<file path="src/rtl/cfgdma_pkg.sv">
package cfgdma_pkg;

   localparam int ADDR_W    = 32;
   localparam int LEN_W     = 27;
   localparam int FULL_BIT  = 31;
   localparam int EMPTY_BIT = 30;

   typedef struct packed {
      logic [ADDR_W-1:0] src_addr;
      logic [ADDR_W-1:0] dst_addr;
      logic [LEN_W-1:0]  src_len;
      logic [LEN_W-1:0]  dst_len;
   } cmd_t;

   localparam int CMD_W = $bits(cmd_t);

   typedef enum logic [1:0] {
      WANT_SRC  = 2'd0,
      WANT_DST  = 2'd1,
      WANT_SLEN = 2'd2,
      WANT_DLEN = 2'd3
   } step_e;

   typedef enum logic [1:0] {
      SQ_IDLE = 2'd0,
      SQ_RUN  = 2'd1,
      SQ_HOLD = 2'd2
   } sq_state_e;

endpackage

</file>
<file path="src/rtl/cfgdma_regfile.sv">
module cfgdma_regfile
   import cfgdma_pkg::*;
#(
   parameter int                REG_AW     = 12,
   parameter logic [REG_AW-1:0] OFS_SRC    = 12'h018,
   parameter logic [REG_AW-1:0] OFS_DST    = 12'h01C,
   parameter logic [REG_AW-1:0] OFS_SLEN   = 12'h020,
   parameter logic [REG_AW-1:0] OFS_DLEN   = 12'h024,
   parameter logic [REG_AW-1:0] OFS_UNLK   = 12'h034,
   parameter logic [31:0]       UNLOCK_KEY = 32'h757B_DF0D
)(
   input  logic              clk,
   input  logic              rst_n,
   input  logic              wr_en,
   input  logic [REG_AW-1:0] wr_addr,
   input  logic [31:0]       wr_data,
   output logic              push_req,
   output cmd_t              push_cmd
);

   logic              unlocked;
   step_e             step;
   logic [ADDR_W-1:0] stg_src;
   logic [ADDR_W-1:0] stg_dst;
   logic [LEN_W-1:0]  stg_slen;

   always_ff @(posedge clk or negedge rst_n) begin
      if (!rst_n) begin
         unlocked <= 1'b0;
         step     <= WANT_SRC;
         stg_src  <= '0;
         stg_dst  <= '0;
         stg_slen <= '0;
      end else if (wr_en) begin
         if (!unlocked) begin
            if (wr_addr == OFS_UNLK && wr_data == UNLOCK_KEY) unlocked <= 1'b1;
         end else begin
            case (wr_addr)
               OFS_SRC: begin
                  stg_src <= wr_data;
                  step    <= WANT_DST;
               end
               OFS_DST: begin
                  if (step == WANT_DST) begin
                     stg_dst <= wr_data;
                     step    <= WANT_SLEN;
                  end else begin
                     step <= WANT_SRC;
                  end
               end
               OFS_SLEN: begin
                  if (step == WANT_SLEN) begin
                     stg_slen <= wr_data[LEN_W-1:0];
                     step     <= WANT_DLEN;
                  end else begin
                     step <= WANT_SRC;
                  end
               end
               OFS_DLEN: step <= WANT_SRC;
               default:  ;
            endcase
         end
      end
   end

   always_comb begin
      push_req          = wr_en && unlocked && (wr_addr == OFS_DLEN) && (step == WANT_DLEN);
      push_cmd.src_addr = stg_src;
      push_cmd.dst_addr = stg_dst;
      push_cmd.src_len  = stg_slen;
      push_cmd.dst_len  = wr_data[LEN_W-1:0];
   end

   // the unlock state never falls back while out of reset
   p_unlock_sticky_r1: assert property (@(posedge clk) disable iff (!rst_n)
      unlocked |=> unlocked);

   // the block unlocks only on the key written to the unlock offset
   p_unlock_cause_r1: assert property (@(posedge clk) disable iff (!rst_n)
      $rose(unlocked) |-> $past(wr_en && wr_addr == OFS_UNLK && wr_data == UNLOCK_KEY));

endmodule

</file>
<file path="src/rtl/cfgdma_fifo.sv">
module cfgdma_fifo #(
   parameter int W     = 8,
   parameter int DEPTH = 4
)(
   input  logic         clk,
   input  logic         rst_n,
   input  logic         push,
   input  logic         pop,
   input  logic [W-1:0] din,
   output logic [W-1:0] dout,
   output logic         full,
   output logic         empty
);

   localparam int PTR_W = (DEPTH > 1) ? $clog2(DEPTH) : 1;
   localparam int CNT_W = $clog2(DEPTH + 1);
   localparam logic [PTR_W-1:0] LAST_IDX = PTR_W'(DEPTH - 1);

   logic [W-1:0]     mem [DEPTH];
   logic [PTR_W-1:0] wr_ptr, rd_ptr, wr_nxt, rd_nxt;
   logic [CNT_W-1:0] count;

   generate
      if ((DEPTH & (DEPTH - 1)) == 0) begin : g_pow2_wrap
         assign wr_nxt = wr_ptr + 1'b1;
         assign rd_nxt = rd_ptr + 1'b1;
      end else begin : g_cmp_wrap
         assign wr_nxt = (wr_ptr == LAST_IDX) ? '0 : wr_ptr + 1'b1;
         assign rd_nxt = (rd_ptr == LAST_IDX) ? '0 : rd_ptr + 1'b1;
      end
   endgenerate

   always_ff @(posedge clk or negedge rst_n) begin
      if (!rst_n) begin
         wr_ptr <= '0;
         rd_ptr <= '0;
         count  <= '0;
      end else begin
         if (push) wr_ptr <= wr_nxt;
         if (pop)  rd_ptr <= rd_nxt;
         if (push && !pop)      count <= count + 1'b1;
         else if (pop && !push) count <= count - 1'b1;
      end
   end

   always_ff @(posedge clk) begin
      if (push) mem[wr_ptr] <= din;
   end

   assign dout  = mem[rd_ptr];
   assign full  = (count == CNT_W'(DEPTH));
   assign empty = (count == '0);

   // occupancy never exceeds the queue depth
   p_count_bound_r4: assert property (@(posedge clk) disable iff (!rst_n)
      count <= CNT_W'(DEPTH));

   // the caller never pushes into a full queue
   p_no_overflow_r4: assert property (@(posedge clk) disable iff (!rst_n)
      push |-> !full);

   // full and empty never hold together
   p_full_empty_r5: assert property (@(posedge clk) disable iff (!rst_n)
      !(full && empty));

endmodule

</file>
<file path="src/rtl/cfgdma_sequencer.sv">
module cfgdma_sequencer
   import cfgdma_pkg::*;
(
   input  logic clk,
   input  logic rst_n,
   input  logic head_valid,
   input  logic head_last,
   input  logic cmd_ready,
   input  logic eng_done,
   input  logic cfg_port_done,
   output logic issue,
   output logic pop,
   output logic evt_dma_done,
   output logic evt_cfg_done
);

   sq_state_e state;

   assign issue = (state == SQ_IDLE) && head_valid;
   assign pop   = issue && cmd_ready;

   always_ff @(posedge clk or negedge rst_n) begin
      if (!rst_n) begin
         state        <= SQ_IDLE;
         evt_dma_done <= 1'b0;
         evt_cfg_done <= 1'b0;
      end else begin
         evt_dma_done <= 1'b0;
         evt_cfg_done <= 1'b0;
         case (state)
            SQ_IDLE: if (pop) state <= head_last ? SQ_HOLD : SQ_RUN;
            SQ_RUN:  if (eng_done) begin
                        state        <= SQ_IDLE;
                        evt_dma_done <= 1'b1;
                     end
            SQ_HOLD: if (cfg_port_done) begin
                        state        <= SQ_IDLE;
                        evt_dma_done <= 1'b1;
                        evt_cfg_done <= 1'b1;
                     end
            default: state <= SQ_IDLE;
         endcase
      end
   end

   // a completion pulse always follows an engine or port report
   p_done_cause_r7: assert property (@(posedge clk) disable iff (!rst_n)
      evt_dma_done |-> $past(eng_done || cfg_port_done));

   // configuration done is always paired with a DMA done
   p_cfg_pair_r8: assert property (@(posedge clk) disable iff (!rst_n)
      evt_cfg_done |-> evt_dma_done);

endmodule

</file>
<file path="src/rtl/cfgdma_cmdq.sv">
module cfgdma_cmdq
   import cfgdma_pkg::*;
#(
   parameter int                DEPTH      = 4,
   parameter int                REG_AW     = 12,
   parameter logic [REG_AW-1:0] OFS_SRC    = 12'h018,
   parameter logic [REG_AW-1:0] OFS_DST    = 12'h01C,
   parameter logic [REG_AW-1:0] OFS_SLEN   = 12'h020,
   parameter logic [REG_AW-1:0] OFS_DLEN   = 12'h024,
   parameter logic [REG_AW-1:0] OFS_UNLK   = 12'h034,
   parameter logic [31:0]       UNLOCK_KEY = 32'h757B_DF0D
)(
   input  logic              clk,
   input  logic              rst_n,
   input  logic              reg_wr,
   input  logic [REG_AW-1:0] reg_addr,
   input  logic [31:0]       reg_wdata,
   output logic [31:0]       status_word,
   output logic              cmd_valid,
   input  logic              cmd_ready,
   output logic [ADDR_W-1:0] cmd_src_addr,
   output logic [ADDR_W-1:0] cmd_dst_addr,
   output logic [LEN_W-1:0]  cmd_src_len,
   output logic [LEN_W-1:0]  cmd_dst_len,
   output logic              cmd_last,
   output logic              cmd_no_dst,
   input  logic              eng_done,
   input  logic              cfg_port_done,
   output logic              evt_dma_done,
   output logic              evt_cfg_done,
   output logic              evt_cmd_err,
   output logic              evt_q_overflow
);

   generate
      if (DEPTH < 2) begin : g_bad_depth
         $error("cfgdma_cmdq: DEPTH must be at least 2");
      end
      if (REG_AW < 6) begin : g_bad_aw
         $error("cfgdma_cmdq: REG_AW too narrow for the register offsets");
      end
      if (OFS_SRC == OFS_DST || OFS_DST == OFS_SLEN || OFS_SLEN == OFS_DLEN) begin : g_bad_ofs
         $error("cfgdma_cmdq: sequence offsets must be distinct");
      end
   endgenerate

   logic push_req, accept, q_full, q_empty, pop;
   cmd_t push_cmd, head;
   logic [CMD_W-1:0] head_bits;

   cfgdma_regfile #(
      .REG_AW(REG_AW), .OFS_SRC(OFS_SRC), .OFS_DST(OFS_DST), .OFS_SLEN(OFS_SLEN),
      .OFS_DLEN(OFS_DLEN), .OFS_UNLK(OFS_UNLK), .UNLOCK_KEY(UNLOCK_KEY)
   ) u_regs (
      .clk(clk), .rst_n(rst_n), .wr_en(reg_wr), .wr_addr(reg_addr),
      .wr_data(reg_wdata), .push_req(push_req), .push_cmd(push_cmd)
   );

   assign accept = push_req && (push_cmd.src_len != '0) && !q_full;

   cfgdma_fifo #(.W(CMD_W), .DEPTH(DEPTH)) u_fifo (
      .clk(clk), .rst_n(rst_n), .push(accept), .pop(pop),
      .din(push_cmd), .dout(head_bits), .full(q_full), .empty(q_empty)
   );

   assign head = cmd_t'(head_bits);

   cfgdma_sequencer u_seq (
      .clk(clk), .rst_n(rst_n), .head_valid(!q_empty), .head_last(head.src_addr[0]),
      .cmd_ready(cmd_ready), .eng_done(eng_done), .cfg_port_done(cfg_port_done),
      .issue(cmd_valid), .pop(pop),
      .evt_dma_done(evt_dma_done), .evt_cfg_done(evt_cfg_done)
   );

   always_ff @(posedge clk or negedge rst_n) begin
      if (!rst_n) begin
         evt_cmd_err    <= 1'b0;
         evt_q_overflow <= 1'b0;
      end else begin
         evt_cmd_err    <= push_req && (push_cmd.src_len == '0);
         evt_q_overflow <= push_req && (push_cmd.src_len != '0) && q_full;
      end
   end

   always_comb begin
      status_word            = '0;
      status_word[FULL_BIT]  = q_full;
      status_word[EMPTY_BIT] = q_empty;
   end

   assign cmd_src_addr = head.src_addr;
   assign cmd_dst_addr = head.dst_addr;
   assign cmd_src_len  = head.src_len;
   assign cmd_dst_len  = head.dst_len;
   assign cmd_last     = head.src_addr[0];
   assign cmd_no_dst   = (head.dst_addr == '1);

   // an offered command stays put until the engine takes it
   p_offer_stable_r6: assert property (@(posedge clk) disable iff (!rst_n)
      cmd_valid && !cmd_ready |=> cmd_valid && $stable(cmd_src_addr) && $stable(cmd_src_len));

   // a rejected command never coincides with an overflow report
   p_err_excl_r3: assert property (@(posedge clk) disable iff (!rst_n)
      !(evt_cmd_err && evt_q_overflow));

endmodule

</file>
<file path="config.mk">
export PLATFORM = sky130hd
export DESIGN_NAME = cfgdma_cmdq
export DESIGN_NICKNAME = d
export VERILOG_FILES = /design/src/rtl/cfgdma_pkg.sv /design/src/rtl/cfgdma_regfile.sv /design/src/rtl/cfgdma_fifo.sv /design/src/rtl/cfgdma_sequencer.sv /design/src/rtl/cfgdma_cmdq.sv
export SDC_FILE = /design/constraint.sdc
export NUM_CORES = 1
export LEC_CHECK = 0
export BUFFER_PORTS_ARGS = -buffer_cell sky130_fd_sc_hd__clkbuf_2
export CAP_MARGIN = 0
export CORE_UTILIZATION = 50
export DETAILED_ROUTE_END_ITERATION = 16
export GPL_ROUTABILITY_DRIVEN = 0
export GPL_TIMING_DRIVEN = 0
export PLACE_DENSITY = 0.69
export RECOVER_POWER = 100
export REMOVE_ABC_BUFFERS = 1
export SETUP_SLACK_MARGIN = 0.4
export SYNTH_ARGS = -nofsm -noshare
export SYNTH_HDL_FRONTEND = slang
export SYNTH_SLANG_ARGS = --single-unit
</file>
<file path="constraint.sdc">
create_clock -name clk -period 9.19 [get_ports clk]
set_input_delay 0.4595 -clock clk [delete_from_list [all_inputs] [get_ports clk]]
set_output_delay 0.4595 -clock clk [all_outputs]
set_load 0.03 [all_outputs]
</file>
== Yosys cells after proc, flatten, opt, wreduce, memory -nomap -nowiden ==
Memory sizes are Yosys's and may differ from the RTL's.
Cells that the tools add are included.
Cells by class
  add/subtract/negate cells: 4
  equality and inequality tests: 16
  multiplexer cells: 18
  reduce and logical (&&, ||, !) cells: 27
Operators by type and width (number)
  12-bit by 6-bit == test with 1-bit output (second input constant): 3
  32-bit by 31-bit == test with 1-bit output (second input constant): 1
  32-bit == test (second input constant): 1
  27-bit logical NOT: 1
  27-bit nonzero test: 1
  12-bit by 5-bit == test with 1-bit output (second input constant): 2
  1-bit logical AND: 12
  2-bit 2-to-1 mux: 6
  3-bit AND reduction: 3
  2-bit one-hot mux with 4 select lines: 1
  4-bit AND reduction: 2
  1-bit 2-to-1 mux: 7
  2-bit == test (second input constant): 3
  3-bit 2-to-1 mux: 2
  2-bit != test (second input constant): 3
  2-bit one-hot mux with 3 select lines: 1
  2-bit by 1-bit adder with 2-bit output (second input constant): 2
  2-bit by 1-bit == test with 1-bit output (second input constant): 2
  1-bit logical NOT: 4
  4-bit nonzero test: 1
  3-bit by 1-bit adder with 3-bit output (second input constant): 1
  3-bit == test (second input constant): 1
  3-bit logical NOT: 1
  3-bit by 1-bit subtractor with 3-bit output (second input constant): 1
  3 further kinds: 3
Storage, ports and cells
  bits in registers: 107
  bits in writable memories: 472
  input port bits: 50
  output and inout bits: 157
  word-level logic and storage cells: 79
  memories: 1
Memory list
  u_fifo.mem: depth 4, width 118, rd ports 1, clocked after Yosys merged registers in 0, write ports 1, RTL line cfgdma_fifo.sv:19  | logic [W-1:0] mem [DEPTH];

== Logic depth before layout (Yosys ltp) ==
Gate-level depths: netlist (run 1).
  depth in word-level cells: 9
  mapped depth: 11
  depth with buffers taken out: 10

== By module ==
From an unflattened synthesis (run 1), not the netlist that was laid out.
Second synthesis, totals
  cells, all modules: 993
  area, all modules: 22086.2 µm²
By module, submodules not included
  cfgdma_fifo: times used 1, cells an instance 650, area an instance 17415.5 µm², sequential area each 14348.8 µm²
  cfgdma_regfile: times used 1, cells an instance 259, area an instance 3966.3 µm², sequential area each 2352.3 µm²
  cfgdma_cmdq: times used 1, cells an instance 62, area an instance 457.9 µm², sequential area each 50.0 µm²
  cfgdma_sequencer: times used 1, cells an instance 22, area an instance 246.5 µm², sequential area each 100.1 µm²

== Least setup slack after synthesis (run 1) ==
Ideal clock, no wire load.
  kind: input -> register
  start: in reg_addr[1]
  end: mem u_fifo.mem[0][0] (netlist name), enable pin
  library setup time: 0.597 ns
  arrival time: 6.391 ns
  data required time: 8.593 ns
  path slack: 2.202 ns
  stages: 5
  path buffers: 1
  cells stage by stage: nor4_2 -> and3_1 -> buf_4 -> o2111ai_1 -> nor2_1
Between the ends
  cells in the longest elaborated chain, start to end: 7
RTL lines
  start, declared: RTL line cfgdma_cmdq.sv:16  | input logic [REG_AW-1:0] reg_addr,
  12-bit by 6-bit == test with 1-bit output: RTL line cfgdma_regfile.sv:67  | push_req = wr_en && unlocked && (wr_addr == OFS_DLEN) && (step == WANT_DLEN);
  1-bit logical AND (2 in a row): RTL line cfgdma_regfile.sv:67
  1-bit logical AND (2 in a row): RTL line cfgdma_cmdq.sv:59  | assign accept = push_req && (push_cmd.src_len != '0) && !q_full;
  1-bit 2-to-1 mux: RTL line cfgdma_fifo.sv:47  | if (push) mem[wr_ptr] <= din;
  1-bit 2-to-1 mux (not written as such): RTL line cfgdma_fifo.sv:47
  end, declared: RTL line cfgdma_fifo.sv:19
Every way passes these cells.

== Worst setup path in the final report (run 1) ==
  start: in reg_addr[1]
  end: mem u_fifo.mem[1][4] (netlist name), enable pin
Same word-level chain as after synthesis.

==> results of run 1 <==
[timing repair]
item,in CTS,in global routing
endpoints found under the setup margin,0,0
endpoints found under the hold margin,49,0
buffers inserted,0,0
hold buffers,1,0
[registers in the layout, indices dropped and copies added, names as in the netlist]
register,cells
evt_cmd_err,1
u_fifo.mem,472
u_fifo.rd_ptr,2
u_regs.stg_src,32
u_regs.step,2
u_fifo.wr_ptr,2
u_fifo.count,3
u_seq.evt_dma_done,1
u_regs.stg_slen,27
u_regs.unlocked,1
u_seq.state,2
u_regs.stg_dst,32
evt_q_overflow,1
u_seq.evt_cfg_done,1
[through the flow]
| stage | instance area (um2) | hold WS, ps | total power [W] | utilization [%] | setup slack (ps) |
|---|---|---|---|---|---|
| 3_3_place_gp | 23140 | 476.4 | 0.002926 | 53.72 | -2968 |
| 6_report | 24850 | 128.0 | 0.004984 | 57.68 | 3360 |
| 5_1_grt | 24840 | 118.0 | 0.005131 | 57.67 | 2888 |
| 4_1_cts | 25500 | 86.02 | 0.005036 | 59.19 | 4956 |
| 2_1_floorplan | 21530 | 163.9 | 0.002884 | - | 2029 |
| 3_5_place_dp | 23800 | 480.5 | 0.002929 | 55.24 | 5034 |
[cells in the mapped netlist, types with 6 or more instances]
cell type    n
buf_2       16
ha_1         8
nor3_1       6
nand2_1      6
edfxtp_1   472
mux2_4      20
buf_6        6
inv_1       15
nand4b_1     6
mux4_2     111
nor2_1      12
nor4_1       8
mux4_1       7
dfrtp_1    107
nand4_1     11
mux2_2      71
buf_4       39
[power by group]
part / internal, W / total (W) / switching, W
registers: 0.00281 / 0.00281 / 0.00000000238
clock network: 0.00121 / 0.00211 / 0.000906
logic: 0.00000930 / 0.0000604 / 0.0000511
[layer usage]
metal  vias up  part of all wire [%]  GRT usage, %
met5         -                 0.023             0
met4         2                   2.8         7.696
met3        75                   4.8         3.925
met2       240                    50         31.98
met1      5342                    42         27.28
li1       4363                     -             -
[path summary, 6_finish.rpt]
| path | start | to | slack [ps] | cells past startpoint |
|---|---|---|---|---|
| min in group asynchronous | rst_n | u_regs.stg_slen[15]$_DFFE_PN0P_ | 1600 | 2 |
| max in group asynchronous | rst_n | u_regs.stg_src[6]$_DFFE_PN0P_ | 5620 | 2 |
| min | reg_wdata[27] | u_regs.stg_src[27]$_DFFE_PN0P_ | 130 | 2 |
| max reg2reg | u_fifo.count[0]$_DFFE_PN0P_ | u_fifo.mem[1][4]$_DFFE_PP_ | 3860 | 6 |
| min reg2reg | u_regs.stg_dst[11]$_DFFE_PN0P_ | u_fifo.mem[2][65]$_DFFE_PP_ | 500 | 0 |
| max | reg_addr[1] | u_fifo.mem[1][4]$_DFFE_PP_ | 3360 | 7 |
[layout make-up]
type                    instances  area, um2
clock inverters                19      152.6
fillers                      3213      18230
diodes                          2      5.005
flip-flops and latches        579      16850
clock buffers                  82       1536
inverters                      15      56.30
multi-input cells             335       4517
repair buffers                204      992.2
well taps                     585      732.0
[cell families (layout without fill, tap and decap cells)]
group	Yosys count	after routing	synth area share, %
DFF	579	579	77.00
xor gates and xnor gates	6	6	0.2401
and+or+nand+nor	68	68	1.967
AOI/OAI and AO/OA	9	9	0.3488
adders and majority gates	9	9	0.5489
muxes	213	213	17.48
buffers and inverters	83	320	2.390
other	1	32	0.01714
[worst register-to-register path: stages (launching register included)]
cell	delay [ps]
dfrtp_1	450
nor2_1	80
nand2_1	210
o2111ai_1	440
nor2_1	1430
clkbuf_1	1120
clkbuf_1	1180
==> flow_summary.ini, run 1 <==
[run_status]
status = finished, violations left
violations = capacitance limit, slew limit

[sta]
slew_headroom_pct = -131.9
finalClockSkew_ps = 27.00
hold_viol = 0
fin_crit_sh_pct = 63.43
setup_viol = 0
worstMarginPinSlew_ps = 3479
rsz0062_at_grt = false
max_freq_ghz = 0.1715
tns_ps = 0
fin_crit_ps = 5830
slew_viol_final = 383

[grt]
antenna_found_initial = 3
grt_usage_pct = 19.96
grt_overflow = 0
grt_start_max_net_pins = 59
grt_pass1_wl_mm = 64.78
grt_pass1_vias = 10230

[detailed_routing]
drc_errors = 0
via_per_inst = 5.504
drt_wl_total_mm = 43.29
ant_nets = 0
first_pass_iters = 5
detail_route.iter0.violations = 610
routedWlPerCell_um = 23.77
dr_total_vias = 10020

[synthesis]
synthTopCellsByArea = edfxtp_1 (65%), dfrtp_1 (12%), mux4_2 (11%), mux2_2 (3.7%), mux2_4 (1.4%)
synth-seq-cells = 579
synthArstFlopShare_pct = 18.48
yosysUniqueCellTypes = 46
ys_warn_count = 0
synthesis.area_um2 = 21880
yosysSeqAreaShare_pct = 77.00
synth_top_area_share_pct = 64.77
synth_edf_count = 472
synth.avg_cell_area_um2 = 22.61
yosysTopAreaCell = edfxtp_1
ys.flop_type = edfxtp_1
syn-instance-count = 968

[critical_path]
path_cells = clkbuf_2, nor4_1, and3_1, o2111ai_1, nor2_1, clkbuf_1, clkbuf_1
crit_type = in -> reg
cp_slowest_stage_delay_ps = 1430
path_common_cell = clkbuf_1
required_ps = 9380
crit_path_start_kind = input pin
cp_max_fo = 23
crit_family = simple AND/OR/NAND/NOR gates
critical_path_buf_inv_count = 3
cp-end-kind = flip-flop
arrival_ps = 6020
cp_slowest_cell = nor2_1

[clock_tree]
cts_resized = 0
cts_max_level = 2
clk-insertion-delay-late_ps = 600
clockBufferDepth = 3
cts.sinks = 579
cts_tree = done
numCtsBuffers = 54
cts.clk_slew.worst_paths_ps = 60
cts-root-buf = clkbuf_16

[place]
post-dp-hpwl_mm = 27.04
dp.cells = 1717
io_buffers = 176

[layout]
area_delta_synth_final_pct = 13.54
final_common_cell = edfxtp_1
drive_gt1_share_pct = 23.50
layout_common_cells = edfxtp_1 (472), clkbuf_1 (191), mux4_2 (111)
layout.cells.non_filler = 1821
fin_nets = 1248

[power_and_ir_drop]
leakage_nw = 9.501
max-vdd-ir-drop_v = 0.0001485
power_density_nw_per_um2 = 200.6

[flow_run]
max-cap-violations = 16

[die]
core-area_um2 = 43080
start_util_pct = 50.80
die_area_um2 = 44610
die_w_um = 211.2
rows = 76
die_y_um = 211.2
ios = 207

[worst_hold_path]
hold_path_class = in -> reg
(Power assumes the default switching activity.)
==> inputs of run 2 (changes only) <==
--- a/config.mk
+++ b/config.mk
@@ -11,7 +11,7 @@
 export DETAILED_ROUTE_END_ITERATION = 16
 export GPL_ROUTABILITY_DRIVEN = 0
 export GPL_TIMING_DRIVEN = 0
-export PLACE_DENSITY = 0.69
+export PLACE_DENSITY = 0.72
 export RECOVER_POWER = 100
 export REMOVE_ABC_BUFFERS = 1
 export SETUP_SLACK_MARGIN = 0.4
==> constraint.sdc (replaced) <==
create_clock -name clk -period 5.14 [get_ports clk]
set_input_delay 0.257 -clock clk [delete_from_list [all_inputs] [get_ports clk]]
set_output_delay 0.257 -clock clk [all_outputs]
set_load 0.03 [all_outputs]
==> run 2 against run 1 <==
Against the previous run: the run still ends with capacitance limit, slew limit left; register-to-register slack worse by 2800 ps; sequential power grew 79%; first-iteration DRC count is 29% higher; count of clock-buffer cells in the layout is 5 lower; via count increased by 2.2%; utilization grew 0.94 points; sequential share of layout area is 1.1 points lower.
==> flow_summary.ini, run 2 (synthesis gave the netlist of run 1 again) <==
[grt]
grt_overflow = 0
grt_pass1_wl_mm = 65.76
antenna_found_initial = 2
grt_pass1_vias = 10500
grt_start_max_net_pins = 90
grt_usage_pct = 20.28

[sta]
max_freq_ghz = 0.2225
slew_headroom_pct = -22.86
fin_crit_ps = 4495
hold_ws_ps = 85.40
finalClockSkew_ps = 23.29
fin_ws_ps = 645.0
slew_viol_final = 199
worstMarginPinSlew_ps = 1837
hold_viol = 0
rsz0062_at_grt = false
setup_viol = 0
tns_ps = 0
fin_crit_sh_pct = 87.45

[clock_tree]
cts_max_level = 2
cts-root-buf = clkbuf_16
cts.sinks = 579
clk-insertion-delay-late_ps = 600
cts_resized = 0
clockBufferDepth = 3
cts.clk_slew.worst_paths_ps = 60
cts_setup_buffers = 0
numCtsBuffers = 55
cts_tree = done

[critical_path]
arrival_ps = 4720
reg2reg_depth = 6
crit_type = in -> reg
r2r_start = u_fifo.count[0]$_DFFE_PN0P_
cp_max_fo = 24
cp-end-kind = flip-flop
crit_path_start_kind = input pin
r2r_end = u_fifo.mem[1][85]$_DFFE_PP_
r2r_slack_ps = 1030
required_ps = 5370

[detailed_routing]
dr_total_vias = 10240
via_per_inst = 5.546
drt_wl_total_mm = 44.02
routedWlPerCell_um = 23.85
drc_errors = 0
detail_route.iter0.violations = 789
first_pass_iters = 5
ant_nets = 0

[worst_hold_path]
hold_path_class = in -> reg
hold_path_startpoint = reg_wdata[12]
hold_depth = 1
min_to = u_fifo.mem[3][12]$_DFFE_PP_

[power_and_ir_drop]
leakage_nw = 9.683
p_int_w = 0.007305
clkPwrFrac_pct = 43.2
power_density_nw_per_um2 = 358.7
p_comb_share_pct = 1.3
max-vdd-ir-drop_v = 0.0003207
swShare_pct = 19.34
switchingPower_w = 0.001752
pwr-share-seq_pct = 55.5
finalPower_w = 0.009057

[layout]
area_delta_synth_final_pct = 15.39
largest_register_ffs = 472
fillers = 3193
regMostFlops = u_fifo.mem
drive_gt1_share_pct = 24.70
final_common_cell = edfxtp_1
layout_common_cells = edfxtp_1 (472), clkbuf_1 (178), mux4_2 (111)
largestRegisters = u_fifo.mem: 472 flops, u_regs.stg_dst: 32 flops, u_regs.stg_src: 32 flops
fin_nets = 1272

[die]
start_util_pct = 50.80
die_y_um = 211.2
ios = 207
die_area_um2 = 44610
rows = 76
core-area_um2 = 43080
die_w_um = 211.2

[run_status]
status = finished, violations left
violations = capacitance limit, slew limit

[place]
io_buffers = 176
post-dp-hpwl_mm = 27.20
pre_cts_ws_ps = 1329

[flow_run]
max-cap-violations = 10
## run 2: metal layers
| metal | share of wire (%) | routed length, um | global-route usage, % |
|---|---|---|---|
| met1 | 43 | 19070 | 28.75 |
| met2 | 50 | 22040 | 32.40 |
| met3 | 4.8 | 2107 | 4.059 |
| met4 | 1.8 | 809 | 5.472 |
| met5 | 0 | 0 | 0 |
## run 2: cell type report
cell class / instances / area (um2) / area share, %
timing repair buffer: 227 / 1320 / 5.227
clock inverter: 26 / 211.5 / 0.8374
tap: 585 / 732.0 / 2.899
sequential: 579 / 16860 / 66.76
clock buffer: 77 / 1551 / 6.144
inverter: 15 / 56.30 / 0.2230
antenna: 2 / 5.005 / 0.01982
multi-input combinational: 335 / 4517 / 17.89
## run 2: power groups by stage
stage / Clock [W] / Combinational (W) / Sequential [W]
final: 0.00391 / 0.000121 / 0.00503
after CTS: 0.00400 / 0.000128 / 0.00502
after floorplan: 0 / 0.0000334 / 0.00512
after global placement: 0 / 0.000109 / 0.00512
after detailed placement: 0 / 0.000115 / 0.00512
after global routing: 0.00418 / 0.000132 / 0.00502
## run 2: critical path, cell delays in order
cell	delay, ps
clkbuf_2	80
nor4_1	940
and3_1	430
o2111ai_1	420
nor2_1	770
clkbuf_1	1020
clkbuf_2	770
## run 2: worst max-delay path by stage
stage / startpoint / endpoint / slack (ps) / cells after the start
3_5_place_dp: reg_addr[9] / u_fifo.mem[3][23]$_DFFE_PP_ / 1330 / 8
6_report: reg_addr[9] / u_fifo.mem[1][85]$_DFFE_PP_ / 650 / 7
2_1_floorplan: u_fifo.rd_ptr[0]$_DFFE_PN0P_ / cmd_no_dst / -1820 / 4
3_3_place_gp: reg_addr[9] / u_fifo.mem[3][109]$_DFFE_PP_ / -6730 / 5
4_1_cts: u_fifo.rd_ptr[0]$_DFFE_PN0P_ / cmd_no_dst / 980 / 7
5_1_grt: reg_addr[9] / u_fifo.mem[1][13]$_DFFE_PP_ / 470 / 7
## run 2: metrics by stage
stage | area (um2) | instances | utilization, %
5_1_grt | 25250 | 1845 | 58.62
2_1_floorplan | 21530 | 929 | -
3_3_place_gp | 23140 | 1690 | 53.72
6_report | 25250 | 1846 | 58.62
3_5_place_dp | 23840 | 1719 | 55.34
4_1_cts | 25820 | 1844 | 59.94
## run 2: what timing repair did
action / 4_1_cts / 5_1_grt
endpoints found under the setup margin: 0 / 0
hold endpoints to repair: 165 / 0
hold buffers: 22 / 0
